`src/rtl/lpt_pkg.sv`:
```
package lpt_pkg;
    localparam logic [7:0] OFS_CTRL  = 8'h00;
    localparam logic [7:0] OFS_SETUP = 8'h04;
    localparam logic [7:0] OFS_RELOD = 8'h08;
    localparam logic [7:0] OFS_THRSH = 8'h0C;
    localparam logic [7:0] OFS_FLAGS = 8'h10;
    localparam logic [7:0] OFS_FCLR  = 8'h14;

    localparam int CTRL_EN_BIT    = 0;
    localparam int CTRL_RUN_BIT   = 2;
    localparam int SETUP_POL_BIT  = 3;
    localparam int FLAG_THRSH_BIT = 0;
    localparam int FLAG_RELOD_BIT = 1;
endpackage

```
`src/rtl/lpt_regfile.sv`:
```
module lpt_regfile #(
    parameter int DW = 16,
    parameter int AW = 5,
    parameter int PW = 3
) (
    input  logic          clk,
    input  logic          rst_n,
    input  logic          we,
    input  logic [AW-1:0] addr,
    input  logic [DW-1:0] wdata,
    output logic [DW-1:0] rdata,
    output logic          en,
    output logic          run,
    output logic [PW-1:0] presc,
    output logic          pol,
    output logic [DW-1:0] relod,
    output logic [DW-1:0] thrsh,
    output logic          relod_ok,
    output logic          thrsh_ok
);
    import lpt_pkg::*;

    typedef struct packed {
        logic          en;
        logic          run;
        logic [PW-1:0] presc;
        logic          pol;
        logic [DW-1:0] relod;
        logic [DW-1:0] thrsh;
        logic          relod_wr;
        logic          thrsh_wr;
        logic          relod_ok;
        logic          thrsh_ok;
    } regs_t;

    regs_t r_d, r_q;
    logic  hit_ctrl, hit_setup, hit_relod, hit_thrsh, hit_fclr;

    always_comb begin
        hit_ctrl  = we && (addr == OFS_CTRL[AW-1:0]);
        hit_setup = we && (addr == OFS_SETUP[AW-1:0]);
        hit_relod = we && (addr == OFS_RELOD[AW-1:0]);
        hit_thrsh = we && (addr == OFS_THRSH[AW-1:0]);
        hit_fclr  = we && (addr == OFS_FCLR[AW-1:0]);

        r_d = r_q;
        r_d.relod_wr = 1'b0;
        r_d.thrsh_wr = 1'b0;

        if (hit_ctrl) begin
            r_d.en  = wdata[CTRL_EN_BIT];
            r_d.run = wdata[CTRL_EN_BIT] && r_q.en &&
                      (wdata[CTRL_RUN_BIT] || r_q.run);
        end
        if (hit_setup && !r_q.en) begin
            r_d.presc = wdata[PW-1:0];
            r_d.pol   = wdata[SETUP_POL_BIT];
        end
        if (hit_relod && r_q.en) begin
            r_d.relod    = wdata;
            r_d.relod_wr = 1'b1;
        end
        if (hit_thrsh && r_q.en) begin
            r_d.thrsh    = wdata;
            r_d.thrsh_wr = 1'b1;
        end

        r_d.relod_ok = (r_q.relod_ok && !(hit_fclr && wdata[FLAG_RELOD_BIT])) || r_q.relod_wr;
        r_d.thrsh_ok = (r_q.thrsh_ok && !(hit_fclr && wdata[FLAG_THRSH_BIT])) || r_q.thrsh_wr;
    end

    always_ff @(posedge clk or negedge rst_n) begin
        if (!rst_n) r_q <= '0;
        else        r_q <= r_d;
    end

    always_comb begin
        rdata = '0;
        if (addr == OFS_CTRL[AW-1:0]) begin
            rdata[CTRL_EN_BIT]  = r_q.en;
            rdata[CTRL_RUN_BIT] = r_q.run;
        end else if (addr == OFS_SETUP[AW-1:0]) begin
            rdata[PW-1:0]          = r_q.presc;
            rdata[SETUP_POL_BIT]   = r_q.pol;
        end else if (addr == OFS_RELOD[AW-1:0]) begin
            rdata = r_q.relod;
        end else if (addr == OFS_THRSH[AW-1:0]) begin
            rdata = r_q.thrsh;
        end else if (addr == OFS_FLAGS[AW-1:0]) begin
            rdata[FLAG_RELOD_BIT] = r_q.relod_ok;
            rdata[FLAG_THRSH_BIT] = r_q.thrsh_ok;
        end
    end

    assign en       = r_q.en;
    assign run      = r_q.run;
    assign presc    = r_q.presc;
    assign pol      = r_q.pol;
    assign relod    = r_q.relod;
    assign thrsh    = r_q.thrsh;
    assign relod_ok = r_q.relod_ok;
    assign thrsh_ok = r_q.thrsh_ok;
endmodule

```
`src/rtl/lpt_prescaler.sv`:
```
module lpt_prescaler #(
    parameter int PW = 3
) (
    input  logic          clk,
    input  logic          rst_n,
    input  logic          run,
    input  logic [PW-1:0] presc,
    output logic          tick
);
    localparam int DIVW = 1 << PW;

    typedef struct packed {
        logic [DIVW-1:0] cnt;
    } pre_t;

    pre_t            p_d, p_q;
    logic [DIVW-1:0] one_sh;
    logic [DIVW-1:0] limit;

    always_comb begin
        one_sh = {{(DIVW-1){1'b0}}, 1'b1} << presc;
        limit  = one_sh - 1'b1;
        tick   = run && (p_q.cnt == limit);
        p_d    = p_q;
        if (!run)      p_d.cnt = '0;
        else if (tick) p_d.cnt = '0;
        else           p_d.cnt = p_q.cnt + 1'b1;
    end

    always_ff @(posedge clk or negedge rst_n) begin
        if (!rst_n) p_q <= '0;
        else        p_q <= p_d;
    end
endmodule

```
`src/rtl/lpt_counter.sv`:
```
module lpt_counter #(
    parameter int DW = 16
) (
    input  logic          clk,
    input  logic          rst_n,
    input  logic          run,
    input  logic          tick,
    input  logic [DW-1:0] relod,
    input  logic [DW-1:0] thrsh,
    output logic [DW-1:0] count,
    output logic [DW-1:0] act_relod,
    output logic          active
);
    typedef struct packed {
        logic [DW-1:0] cnt;
        logic [DW-1:0] lim;
        logic [DW-1:0] cmp;
    } cnt_t;

    cnt_t c_d, c_q;

    always_comb begin
        c_d = c_q;
        if (!run) begin
            c_d.cnt = '0;
            c_d.lim = relod;
            c_d.cmp = thrsh;
        end else if (tick) begin
            if (c_q.cnt >= c_q.lim) begin
                c_d.cnt = '0;
                c_d.lim = relod;
                c_d.cmp = thrsh;
            end else begin
                c_d.cnt = c_q.cnt + 1'b1;
            end
        end
        active = run && (c_q.cnt > c_q.cmp);
    end

    always_ff @(posedge clk or negedge rst_n) begin
        if (!rst_n) c_q <= '0;
        else        c_q <= c_d;
    end

    assign count     = c_q.cnt;
    assign act_relod = c_q.lim;
endmodule

```
`src/rtl/lp_pwm_timer.sv`:
```
module lp_pwm_timer #(
    parameter int DW = 16,
    parameter int AW = 5,
    parameter int PW = 3
) (
    input  logic          clk,
    input  logic          rst_n,
    input  logic          bus_we,
    input  logic [AW-1:0] bus_addr,
    input  logic [DW-1:0] bus_wdata,
    output logic [DW-1:0] bus_rdata,
    output logic          pwm_out
);
    logic          en_w, run_w, pol_w, tick_w, active_w;
    logic          relod_ok_w, thrsh_ok_w;
    logic [PW-1:0] presc_w;
    logic [DW-1:0] relod_w, thrsh_w, count_w, act_relod_w;

    lpt_regfile #(.DW(DW), .AW(AW), .PW(PW)) u_regs (
        .clk(clk), .rst_n(rst_n), .we(bus_we), .addr(bus_addr),
        .wdata(bus_wdata), .rdata(bus_rdata), .en(en_w), .run(run_w),
        .presc(presc_w), .pol(pol_w), .relod(relod_w), .thrsh(thrsh_w),
        .relod_ok(relod_ok_w), .thrsh_ok(thrsh_ok_w)
    );

    lpt_prescaler #(.PW(PW)) u_pre (
        .clk(clk), .rst_n(rst_n), .run(run_w), .presc(presc_w), .tick(tick_w)
    );

    lpt_counter #(.DW(DW)) u_cnt (
        .clk(clk), .rst_n(rst_n), .run(run_w), .tick(tick_w),
        .relod(relod_w), .thrsh(thrsh_w), .count(count_w),
        .act_relod(act_relod_w), .active(active_w)
    );

    assign pwm_out = pol_w ^ active_w;
endmodule

```
`config.mk`:
```
export PLATFORM = sky130hd
export DESIGN_NAME = lp_pwm_timer
export DESIGN_NICKNAME = d
export VERILOG_FILES = /design/src/rtl/lpt_pkg.sv /design/src/rtl/lpt_regfile.sv /design/src/rtl/lpt_prescaler.sv /design/src/rtl/lpt_counter.sv /design/src/rtl/lp_pwm_timer.sv
export SDC_FILE = /design/constraint.sdc
export NUM_CORES = 1
export LEC_CHECK = 0
export BUFFER_PORTS_ARGS = -buffer_cell sky130_fd_sc_hd__clkbuf_2
export CAP_MARGIN = 5
export CORE_ASPECT_RATIO = 1.25
export CORE_UTILIZATION = 30
export DETAILED_ROUTE_END_ITERATION = 8
export PLACE_DENSITY = 0.57
export SLEW_MARGIN = 25
export SYNTH_ARGS = -nofsm -noshare
export SYNTH_HDL_FRONTEND = slang
export SYNTH_SLANG_ARGS = --single-unit
```
`constraint.sdc`:
```
create_clock -name clk -period 5.5 [get_ports clk]
set_input_delay 0.825 -clock clk [delete_from_list [all_inputs] [get_ports clk]]
set_output_delay 0.825 -clock clk [all_outputs]
set_load 0.01 [all_outputs]
```
==> results.cfg <==
[floorplanning]
start_util_pct = 30.60
die_h_um = 150.8
ios = 41
fp-row-count = 54
die_area_mm2 = 0.01825
fp.coreArea_mm2 = 0.01736
die_x_um = 121.0

[clocking]
cts_resized = 0
clk_latency_ns = 0.34
cts_sinks = 98
cts_max_path_buffers = 2
cts-root-buf = clkbuf_16
ctsHoldBuffers = 0
htreeDepth = 3
cts_tree = built
cts_buffers = 9
cts_setup_buffers = 0
path_clk_slew_ns = 0.07

[global_route]
grt_max_degree = 62
grt_pass1_wl_um = 19500
grt_remaining_overflow = 0
grt_use_total_pct = 13.49
antenna_found_initial = 0
grt_pass1_vias = 3969

[synthesis]
synth_edf_count = 0
syn_area_mm2 = 0.005314
yosysWarnings = 0
ys_types = 55
netlist_top_cells_area = dfrtp_1 (46%), nand2_1 (8.3%), ha_1 (8.0%)
syn_avg_cell_area_um2 = 9.768
synthFlopType = dfrtp_1
ys_ff_latch = 98
netlist_instances = 544
synth-async-reset-ratio_pct = 100.0
ys_seq_area_share_pct = 46.15
synth_top_cell_by_area = dfrtp_1
syn_nets = 602
yosys.area.top_type_share_pct = 46.15

[cells_and_area]
syn2layout_area_growth_pct = 12.86
layout-drive-gt1-share_pct = 16.95
fillCellCount = 1748
multiInputGateArea_mm2 = 0.002615
finalCoreUtilization_pct = 34.54
register_area_mm2 = 0.002452
antenna_cells = 0
nets = 637
layout_common_cells = nand2_1 (118), dfrtp_1 (98), clkbuf_2 (39)
final_common_cell = nand2_1

[critical_path]
rr_startpoint = u_cnt.count[7]
end_kind = output port
r2r_cells = 7
critPathMaxFanout = 7
cp-startpoint = u_cnt.count[7]
worst-path-stages = 8
required_ns = 4.68
r2r_slack_ns = 2.50
crit_chain = ha_1 > nand2_1 > o21a_1 > nor2b_1 > a221o_1 > a21oi_1 > xor2_1 > clkbuf_2
r2r-end = u_cnt.act_relod[3]
path_buf_inv = 1
cp_slowest_cell = dfrtp_1
arrival_ns = 2.47
path_class = reg2out
cp_slowest_stage_delay_ns = 0.47
crit_family = compound AO/OA/AOI/OAI gates
start_kind = register
endpoint = pwm_out

[sta]
finalSetupTns_ns = 0
skew_ns = 0.007788
max_clock_freq_mhz = 303.8
worst-slew-pin-transition_ns = 0.8691
setup_viol = 0
slew_violations = 0
finalCritPeriodShare_pct = 59.85
hold_slack_ns = 0.4360
hold_viol_final = 0
slew_headroom_pct = 41.89
rsz0062_at_grt = no
layout_min_cycle_time_ns = 3.292
setup_ws_ns = 2.208

[flow_run]
drv_cap = 0

[route]
drc = 0
num_vias = 4004
antenna_left = 0
wl_per_cell_um = 14.47
drtPass1Iterations = 6
vias_per_cell = 4.955
drtIter0Drc = 171
totalWireLength_um = 11690

[power]
ir_drop_mv = 0.1225
power_density_mw_per_mm2 = 308.3
p_leak_nw = 2.967

[placement]
detailed_place_hpwl_um = 8636
gp_congestion = 0.8231
pre_cts_ws_ns = 2.160
io_buffer_count = 40

[status]
outcome = completed

[min_path]
hold_class = in2async
-- Yosys cell counts, types with 9 or more instances --
| master | instances |
|---|---|
| mux2_2 | 36 |
| o21ai_0 | 16 |
| inv_1 | 38 |
| dfrtp_1 | 98 |
| nand4_1 | 9 |
| a22o_1 | 9 |
| nor2_1 | 27 |
| nand2_1 | 118 |
| a21oi_1 | 13 |
| mux2i_1 | 14 |
| ha_1 | 34 |
| nand3_1 | 16 |
-- stage by stage --
step	cells	instance area [µm²]	total power, mW
after CTS	808	5997	1.871
after global placement	792	5708	1.253
after global routing	808	5997	1.944
after detailed placement	792	5708	1.261
final	808	5997	1.849
after floorplan	544	5314	1.164
-- per-layer routing --
metal / track usage, % / up-vias / part of all wire [%]
met5: 0 / - / 0
met4: 4.198 / 0 / 0.89
met1: 16.57 / 1975 / 46
met2: 24.37 / 60 / 51
met3: 1.732 / 5 / 2.1
li1: - / 1964 / -
-- cell type report --
class | count | share of cell area (%)
multi-input cells | 389 | 43.61
flip-flops and latches | 98 | 40.89
inverters | 40 | 2.504
clock buffers | 11 | 4.214
well taps | 224 | 4.673
repair buffers | 41 | 3.505
clock inverters | 5 | 0.6050
-- state kept, by name (all words and copies together), names as in the netlist, 2 cells and up --
name / count
u_cnt.c_q: 16
u_regs.presc: 3
u_regs.thrsh: 16
u_pre.p_q: 8
u_regs.r_q: 2
u_cnt.act_relod: 16
u_cnt.count: 16
u_regs.relod: 16
-- how the worst min path moves through the flow --
| stage | start | end | slack, ns | cells past startpoint |
|---|---|---|---|---|
| finish | rst_n | u_pre.p_q[2] | 0.44 | 1 |
| global route | u_regs.r_q[3] | u_regs.relod_ok | 0.45 | 1 |
| CTS | u_regs.r_q[3] | u_regs.relod_ok | 0.44 | 1 |
| detailed placement | u_regs.r_q[3] | u_regs.relod_ok | 0.43 | 1 |
| global placement | u_regs.r_q[3] | u_regs.relod_ok | 0.43 | 1 |
| floorplan | u_regs.r_q[3] | u_regs.relod_ok | 0.40 | 1 |
-- power breakdown --
part           switching, mW  internal, mW  leakage [nW]
Clock                  0.273         0.334         0.146
Combinational          0.223         0.170          1.47
Sequential            0.0622         0.786          1.35
-- logic make-up (layout without fill, tap and decap cells) --
group / after synthesis / after routing / share of synthesized area (%)
xor+xnor: 10 / 10 / 1.648
buf+inv: 57 / 97 / 4.639
simple gates: 213 / 213 / 17.94
fa+ha+maj: 34 / 34 / 8.006
mux: 50 / 50 / 10.27
flops: 98 / 98 / 46.15
compound gates: 82 / 82 / 11.35
Power figures use the tool's default switching activity.
